`config.mk`:
```
export PLATFORM = sky130hd
export DESIGN_NAME = ext_ripple_alu
export DESIGN_NICKNAME = d
export VERILOG_FILES = /design/src/rtl/alu_ext_pkg.sv /design/src/rtl/alu_logic_ext.sv /design/src/rtl/alu_arith_ext.sv /design/src/rtl/alu_full_add.sv /design/src/rtl/alu_slice.sv /design/src/rtl/alu_out_pipe.sv /design/src/rtl/ext_ripple_alu.sv
export SDC_FILE = /design/constraint.sdc
export NUM_CORES = 1
export LEC_CHECK = 0
export ABC_AREA = 1
export ABC_CLOCK_PERIOD_IN_PS = 7600
export CAP_MARGIN = 30
export CORE_MARGIN = 1
export CORE_UTILIZATION = 44
export DETAILED_ROUTE_END_ITERATION = 10
export GPL_TIMING_DRIVEN = 1
export MAX_ROUTING_LAYER = met4
export PLACE_DENSITY = 0.95
export SLEW_MARGIN = 20
export SYNTH_ARGS = -nofsm -noshare
export SYNTH_HDL_FRONTEND = slang
export SYNTH_SLANG_ARGS = --single-unit
export TNS_END_PERCENT = 30
```
`constraint.sdc`:
```
create_clock -name vclk -period 7.6
set_clock_uncertainty 0.05 [all_clocks]
set_input_delay 1.52 -clock vclk [all_inputs]
set_output_delay 1.52 -clock vclk [all_outputs]
set_load 0.02 [all_outputs]
```
`src/rtl/alu_ext_pkg.sv`:
```
package alu_ext_pkg;

   // operation codes {sel_hi, sel_lo}
   localparam logic [1:0] OPC_ARI_DEC  = 2'b00;
   localparam logic [1:0] OPC_ARI_ADD  = 2'b01;
   localparam logic [1:0] OPC_ARI_SUB  = 2'b10;
   localparam logic [1:0] OPC_ARI_INC  = 2'b11;
   localparam logic [1:0] OPC_LOG_NOT  = 2'b00;
   localparam logic [1:0] OPC_LOG_AND  = 2'b01;
   localparam logic [1:0] OPC_LOG_PASS = 2'b10;
   localparam logic [1:0] OPC_LOG_OR   = 2'b11;

   localparam int GATES_PLAIN    = 0;
   localparam int GATES_MAJORITY = 1;

   function automatic logic maj3(input logic p, input logic q, input logic r);
      return (p & q) | (p & r) | (q & r);
   endfunction

endpackage

```
`src/rtl/alu_logic_ext.sv`:
```
module alu_logic_ext
   import alu_ext_pkg::*;
#(
   parameter int GATE_STYLE = GATES_PLAIN
) (
   input  logic       a_bit,
   input  logic       b_bit,
   input  logic       arith,
   input  logic [1:0] opc,
   output logic       x_bit
);

   logic and_v;
   logic or_v;

   generate
      if (GATE_STYLE == GATES_MAJORITY) begin : g_maj
         assign and_v = maj3(a_bit, b_bit, 1'b0);
         assign or_v  = maj3(a_bit, b_bit, 1'b1);
      end else begin : g_plain
         assign and_v = a_bit & b_bit;
         assign or_v  = a_bit | b_bit;
      end
   endgenerate

   always_comb begin
      if (arith) begin
         x_bit = a_bit;
      end else begin
         unique case (opc)
            OPC_LOG_NOT:  x_bit = ~a_bit;
            OPC_LOG_AND:  x_bit = and_v;
            OPC_LOG_PASS: x_bit = a_bit;
            default:      x_bit = or_v;
         endcase
      end
   end

endmodule

```
`src/rtl/alu_arith_ext.sv`:
```
module alu_arith_ext
   import alu_ext_pkg::*;
(
   input  logic       b_bit,
   input  logic       arith,
   input  logic [1:0] opc,
   output logic       y_bit
);

   always_comb begin
      if (!arith) begin
         y_bit = 1'b0;
      end else begin
         unique case (opc)
            OPC_ARI_DEC: y_bit = 1'b1;
            OPC_ARI_ADD: y_bit = b_bit;
            OPC_ARI_SUB: y_bit = ~b_bit;
            default:     y_bit = 1'b0;
         endcase
      end
   end

endmodule

```
`src/rtl/alu_full_add.sv`:
```
module alu_full_add
   import alu_ext_pkg::*;
#(
   parameter int GATE_STYLE = GATES_PLAIN
) (
   input  logic x_bit,
   input  logic y_bit,
   input  logic c_in,
   output logic s_bit,
   output logic c_out
);

   logic half;
   assign half  = x_bit ^ y_bit;
   assign s_bit = half ^ c_in;

   generate
      if (GATE_STYLE == GATES_MAJORITY) begin : g_maj
         assign c_out = maj3(x_bit, y_bit, c_in);
      end else begin : g_plain
         assign c_out = (x_bit & y_bit) | (c_in & half);
      end
   endgenerate

endmodule

```
`src/rtl/alu_slice.sv`:
```
module alu_slice
   import alu_ext_pkg::*;
#(
   parameter int GATE_STYLE = GATES_PLAIN
) (
   input  logic       a_bit,
   input  logic       b_bit,
   input  logic       arith,
   input  logic [1:0] opc,
   input  logic       c_in,
   output logic       s_bit,
   output logic       c_out
);

   logic x_bit;
   logic y_bit;

   alu_logic_ext #(.GATE_STYLE(GATE_STYLE)) i_lext (
      .a_bit (a_bit),
      .b_bit (b_bit),
      .arith (arith),
      .opc   (opc),
      .x_bit (x_bit)
   );

   alu_arith_ext i_aext (
      .b_bit (b_bit),
      .arith (arith),
      .opc   (opc),
      .y_bit (y_bit)
   );

   alu_full_add #(.GATE_STYLE(GATE_STYLE)) i_fa (
      .x_bit (x_bit),
      .y_bit (y_bit),
      .c_in  (c_in),
      .s_bit (s_bit),
      .c_out (c_out)
   );

endmodule

```
`src/rtl/alu_out_pipe.sv`:
```
module alu_out_pipe #(
   parameter int WIDTH   = 8,
   parameter int LATENCY = 0
) (
   input  logic             clk,
   input  logic             rst,
   input  logic             v_in,
   input  logic [WIDTH-1:0] f_in,
   input  logic             c_in,
   output logic             v_out,
   output logic [WIDTH-1:0] f_out,
   output logic             c_out
);

   localparam int SW = WIDTH + 2;

   generate
      if (LATENCY == 0) begin : g_comb
         assign v_out = v_in;
         assign f_out = f_in;
         assign c_out = c_in;
      end else begin : g_regs
         logic [SW-1:0] stage [LATENCY];
         always_ff @(posedge clk) begin
            if (rst) begin
               for (int i = 0; i < LATENCY; i++) stage[i] <= '0;
            end else begin
               stage[0] <= {v_in, c_in, f_in};
               for (int i = 1; i < LATENCY; i++) stage[i] <= stage[i-1];
            end
         end
         assign v_out = stage[LATENCY-1][SW-1];
         assign c_out = stage[LATENCY-1][SW-2];
         assign f_out = stage[LATENCY-1][WIDTH-1:0];
      end
   endgenerate

endmodule

```
`src/rtl/ext_ripple_alu.sv`:
```
module ext_ripple_alu
   import alu_ext_pkg::*;
#(
   parameter int WIDTH      = 8,
   parameter int LATENCY    = 0,
   parameter int GATE_STYLE = GATES_PLAIN
) (
   input  logic             clk,
   input  logic             rst,
   input  logic             in_valid,
   input  logic [WIDTH-1:0] op_a,
   input  logic [WIDTH-1:0] op_b,
   input  logic             arith_mode,
   input  logic             sel_hi,
   input  logic             sel_lo,
   output logic             out_valid,
   output logic [WIDTH-1:0] result,
   output logic             carry_out
);

   generate
      if (WIDTH < 1) begin : g_bad_width
         $error("ext_ripple_alu: WIDTH must be at least 1");
      end
      if (LATENCY < 0) begin : g_bad_lat
         $error("ext_ripple_alu: LATENCY must not be negative");
      end
      if (GATE_STYLE != GATES_PLAIN && GATE_STYLE != GATES_MAJORITY) begin : g_bad_style
         $error("ext_ripple_alu: unknown GATE_STYLE");
      end
   endgenerate

   logic [1:0]       opc;
   logic [WIDTH:0]   carry;
   logic [WIDTH-1:0] comb_f;
   logic             comb_cout;

   assign opc      = {sel_hi, sel_lo};
   // carry into bit 0 set only for subtract and increment
   assign carry[0] = arith_mode & sel_hi;

   generate
      for (genvar k = 0; k < WIDTH; k++) begin : g_slice
         alu_slice #(.GATE_STYLE(GATE_STYLE)) i_slice (
            .a_bit (op_a[k]),
            .b_bit (op_b[k]),
            .arith (arith_mode),
            .opc   (opc),
            .c_in  (carry[k]),
            .s_bit (comb_f[k]),
            .c_out (carry[k+1])
         );
      end
   endgenerate

   assign comb_cout = carry[WIDTH];

   alu_out_pipe #(.WIDTH(WIDTH), .LATENCY(LATENCY)) i_pipe (
      .clk   (clk),
      .rst   (rst),
      .v_in  (in_valid),
      .f_in  (comb_f),
      .c_in  (comb_cout),
      .v_out (out_valid),
      .f_out (result),
      .c_out (carry_out)
   );

endmodule

```
* Yosys cells after proc, flatten, opt, wreduce, memory -nomap -nowiden *
Cells that the tools add are included.

storage, ports and cells
  register bits after elaboration = 0
  input bits = 22
  output and inout bits = 10
  logic and storage cells = 108

operators by class
  equality and inequality tests = 2
  muxes and demuxes = 32
  bitwise gates (word level) = 73
  reduce and logical (&&, ||, !) cells = 1

operators with widths
  cell                  number
  $pmux W1 S3           16
  $and A1 B1 Y1         25
  $mux W1               16
  $not A1 Y1            16
  $or A1 B1 Y1          16
  $xor A1 B1 Y1         16
  $eq A2 B1 Y1 const B  1
  $eq A2 B2 Y1 const B  1
  $logic_not A2 Y1      1

* Logic depth before layout (Yosys ltp) *
  depth in word-level cells = 20
  mapped depth = 20
  depth with buffers taken out = 18

* Hierarchy *
From an unflattened synthesis, not the netlist that was laid out.

second synthesis, totals
  cell total of the unflattened synthesis = 180
  area total of the unflattened synthesis = 843.3 um^2

by module, submodules not included
  module          times used  cells each  area an instance (um^2)  seq. area each (um^2)
  alu_logic_ext   8           15          56.3                     0.0
  alu_full_add    8           1           20.0                     0.0
  alu_arith_ext   8           5           18.8                     0.0
  alu_out_pipe    1           10          75.1                     0.0
  ext_ripple_alu  1           2           7.5                      0.0

* Worst setup path before layout *
Ideal clock, no wire load.

  kind = input -> output
  from = in sel_lo
  to = out result[7]
  arrival time = 4.920 ns
  data required time = 6.030 ns
  path slack = 1.110 ns
  stages = 17
  path buffers = 2
  path through = buf_2 inv_1 o21ai_0 nor2_1 fa_1 inv_1 fa_1 inv_1 fa_1 inv_1 fa_1 fa_1 fa_1 fa_1 inv_1 fa_1 buf_4

on the way
  word-level cells in the longest chain between the ends = 19
  elaborated cells on any way between the ends = 65
  those cells by class = eq/ne: 2; mux: 32; bitwise: 30; reduce/logical: 1

RTL lines
  item                                        RTL line                                  RTL
  start: declaration                          ext_ripple_alu.sv:15                      input logic sel_lo,
  $eq A2 B2 Y1, or another cell as far along  alu_logic_ext.sv:30, alu_arith_ext.sv:14
  $pmux W1 S3 (on tied branches)              alu_logic_ext.sv:30, alu_arith_ext.sv:14
  $mux W1 (on tied branches)                  alu_logic_ext.sv:27, alu_arith_ext.sv:11
  $xor A1 B1 Y1                               alu_full_add.sv:14                        assign half = x_bit ^ y_bit;
  $and A1 B1 Y1                               alu_full_add.sv:21                        assign c_out = (x_bit & y_bit) | (c_in & half);
  $or A1 B1 Y1                                alu_full_add.sv:21
  $and A1 B1 Y1                               alu_full_add.sv:21
  $or A1 B1 Y1                                alu_full_add.sv:21
  [3 not listed]                              n/a
  $or A1 B1 Y1                                alu_full_add.sv:21
  $and A1 B1 Y1                               alu_full_add.sv:21
  $or A1 B1 Y1                                alu_full_add.sv:21
  $and A1 B1 Y1                               alu_full_add.sv:21
  $or A1 B1 Y1                                alu_full_add.sv:21
  $and A1 B1 Y1                               alu_full_add.sv:21
  $or A1 B1 Y1                                alu_full_add.sv:21
  $xor A1 B1 Y1 *                             alu_full_add.sv:15                        assign s_bit = half ^ c_in;
  end: declaration                            ext_ripple_alu.sv:17                      output logic [WIDTH-1:0] result,

Mark *: on every way between the ends. The rest lies on a longest branch, timed or not.

* Worst setup path in the final report *
  from = in sel_hi
  to = out carry_out

on the way
  word-level cells in the longest chain between the ends = 20
  elaborated cells on any way between the ends = 68
  those cells by class = eq/ne: 2; mux: 32; bitwise: 33; reduce/logical: 1

RTL lines
  item                                        RTL line                                  RTL
  start: declaration                          ext_ripple_alu.sv:14                      input logic sel_hi,
  $eq A2 B2 Y1, or another cell as far along  alu_logic_ext.sv:30, alu_arith_ext.sv:14
  $pmux W1 S3 (on tied branches)              alu_logic_ext.sv:30, alu_arith_ext.sv:14
  $mux W1 (on tied branches)                  alu_logic_ext.sv:27, alu_arith_ext.sv:11
  $xor A1 B1 Y1                               alu_full_add.sv:14
  $and A1 B1 Y1                               alu_full_add.sv:21
  $or A1 B1 Y1                                alu_full_add.sv:21
  $and A1 B1 Y1                               alu_full_add.sv:21
  $or A1 B1 Y1                                alu_full_add.sv:21
  [4 not listed]                              n/a
  $and A1 B1 Y1                               alu_full_add.sv:21
  $or A1 B1 Y1                                alu_full_add.sv:21
  $and A1 B1 Y1                               alu_full_add.sv:21
  $or A1 B1 Y1                                alu_full_add.sv:21
  $and A1 B1 Y1                               alu_full_add.sv:21
  $or A1 B1 Y1                                alu_full_add.sv:21
  $and A1 B1 Y1                               alu_full_add.sv:21
  $or A1 B1 Y1 *                              alu_full_add.sv:21
  end: declaration                            ext_ripple_alu.sv:18                      output logic carry_out

Marks and branches as above.

==> qor.yml <==
areaGrowthSynthToFinish_pct: 36.60
share_seq_of_total_power_pct: 0
port-buffer-count: 28
std_cell_rows: 13
static-leakage-power_nw: 0.5245
pin_count: 32
grt_max_degree: 17
hold_ws_ps: 2990
crit_chain: "clkdlybuf4s50_1 > buf_4 > nand2_1 > o21ai_0 > nor2_1 > fa_1 > inv_1 > fa_1 > inv_1 > fa_1 > inv_1 > fa_1 > fa_1 > fa_1 > fa_1 > inv_1 > fa_1 > clkdlybuf4s50_1"
vias: 791
detailed_place.area_um2: 922.1
min-delay-path-class: "input pin to primary output"
critPathRequiredTime_ps: 6030
final_cell_utilization_of_the_core_pct: 67.67
finalHoldViolations: 0
relSlewSlack_pct: 80.43
setup_viol: 0
synth_cell_type_count: 11
final_max_slew_viol_count: 0
design.die.area_um2: 1699
drt_iter0_drc: 22
detail_route.first_pass.iterations: 4
avgRoutedWirePerCell_um: 10.11
grt_antenna_before_repair: 0
count_of_antenna_violating_nets_left_after_detailed_routing: 0
layout-drive-gt1-share_pct: 6.207
power-per-cell-area_nw_per_um2: 100.1
place_ws_ps: 87.32
hold_path_startpoint: "in_valid"
final_setup_margin_ps: 308.2
finalCritPeriodShare_pct: 95.94
start_kind: "input pin"
hpwl_mm: 1.333
initial_core_util_pct: 49.54
post_synth.cell_area_avg_um2: 5.459
worstMarginPinSlew_ps: 290.5
die_h_um: 41.22
final_design_area_no_fill_um2: 924.6
grt_first_pass_wirelength_mm: 2.477
synth.net_count: 154
timing.final.crit_period_ps: 7292
first_global_vias: 661
power.internal_uw: 44.80
n_fill_cell: 125
cpMaxStageDelayCell: "sky130_fd_sc_hd__clkdlybuf4s50_1"
cp.buffers_inverters: 7
fmaxAchievable_mhz: 137.1
crit_type: "input pin to primary output"
post_drt_via_cell_ratio: 4.944
worst_path_most_repeated_cell: "sky130_fd_sc_hd__fa_1"
seqCellArea_um2: 0
cts.hold.buffers_added: 0
sw_power_uw: 47.71
core_region_area_um2: 1366
die-width_um: 41.22
synth_area_um2: 676.9
crit_path_capture_type: "primary output"
max-vdd-ir-drop_v: 0.00004364
seq_area_frac_synth_pct: 0
sequential_cell_total: 0
timing.critical_path.arrival_ps: 5720
cts_resized: 0
nets: 177
hold_end: "out_valid"
outcome: "completed"
totalNegativeSetupSlack_ps: 0
grt_util_all_layers_pct: 21.26
place.gp.congestion: 0.7958
worst-path-max-fanout: 16
clkPwrFrac_pct: 0
swShare_pct: 51.57
worst_path_largest_cell_delay_ps: 590
antennaDiodeCount: 0
global_route.overflow_total: 0
clkbuf_count: 0
rsz_0062_raised_after_global_routing: "false"
cp_top_family: "adder cells"
post_cts_setup_driven_buffer_insertion_count: 0
postSynthCellCount: 124
cap_viol_max_count: 0
drt_drc_violations_left: 0
pwr-share-comb_pct: 100.0
whs_path_depth: 0
postRouteWirelength_mm: 1.618
yosys_warnings: 0
## layout make-up
class / count / area [µm²] / area share [%]
Timing Repair Buffer: 34 / 327.8 / 35.45
Multi-Input combinational cell: 84 / 476.7 / 51.56
Tap cell: 15 / 18.77 / 2.030
Inverter: 27 / 101.3 / 10.96
## cell families (layout without fill, tap and decap cells)
logic type | after synthesis | in the layout | synth area share (%)
AOI/OAI and AO/OA | 23 | 23 | 17.01
and+or+nand+nor | 53 | 53 | 29.76
adders and majority gates | 8 | 8 | 23.66
buffers and inverters | 40 | 61 | 29.57
## layer usage
metal | vias up | track usage (%) | share of wire [%]
li1 | 398 | - | -
met1 | 370 | 22.22 | 42
met2 | 23 | 43.75 | 54
met3 | 0 | 0.5435 | 4.1
met4 | 0 | 3.226 | 0
met5 | - | - | 0
## worst max path at each step
stage / slack, ps / to / startpoint / cells past startpoint
after floorplan: 1110 / result[7] / sel_lo / 17
after global placement: 130 / result[7] / sel_hi / 18
after detailed placement: 90 / result[7] / sel_hi / 18
after CTS: 70 / result[7] / sel_hi / 18
after global routing: 80 / carry_out / sel_hi / 18
final: 310 / carry_out / sel_hi / 18
## stage by stage
step | cells | power (mW)
after floorplan | 124 | 0.06727
after global placement | 160 | 0.09051
after detailed placement | 160 | 0.09348
after CTS | 160 | 0.09386
after global routing | 160 | 0.1030
final | 160 | 0.09251
## cells in the mapped netlist
library cell | count | area (µm²)
sky130_fd_sc_hd__buf_6 | 1 | 11.26
sky130_fd_sc_hd__fa_1 | 8 | 160.2
sky130_fd_sc_hd__nand2_1 | 49 | 183.9
sky130_fd_sc_hd__buf_4 | 11 | 82.58
sky130_fd_sc_hd__a21oi_1 | 10 | 50.05
sky130_fd_sc_hd__nand2_2 | 1 | 6.260
sky130_fd_sc_hd__buf_2 | 1 | 5.000
sky130_fd_sc_hd__nor2_1 | 3 | 11.26
sky130_fd_sc_hd__o21ai_0 | 13 | 65.06
sky130_fd_sc_hd__inv_1 | 25 | 93.84
sky130_fd_sc_hd__inv_2 | 2 | 7.510
## layout by cell type (no fill, tap or decap)
master / instances
sky130_fd_sc_hd__buf_4: 6
sky130_fd_sc_hd__clkdlybuf4s50_1: 27
sky130_fd_sc_hd__nand2_2: 1
sky130_fd_sc_hd__inv_1: 25
sky130_fd_sc_hd__fa_1: 8
sky130_fd_sc_hd__dlymetal6s2s_1: 1
sky130_fd_sc_hd__o21ai_0: 13
sky130_fd_sc_hd__inv_2: 2
sky130_fd_sc_hd__a21oi_1: 10
sky130_fd_sc_hd__nor2_1: 3
sky130_fd_sc_hd__nand2_1: 49
## power groups by stage
stage	Sequential (mW)	Clock, mW	Combinational [mW]
floorplan	0	0	0.0673
global placement	0	0	0.0905
detailed placement	0	0	0.0935
CTS	0	0	0.0939
global route	0	0	0.103
finish	0	0	0.0925
Power figures use the tool's default switching activity.
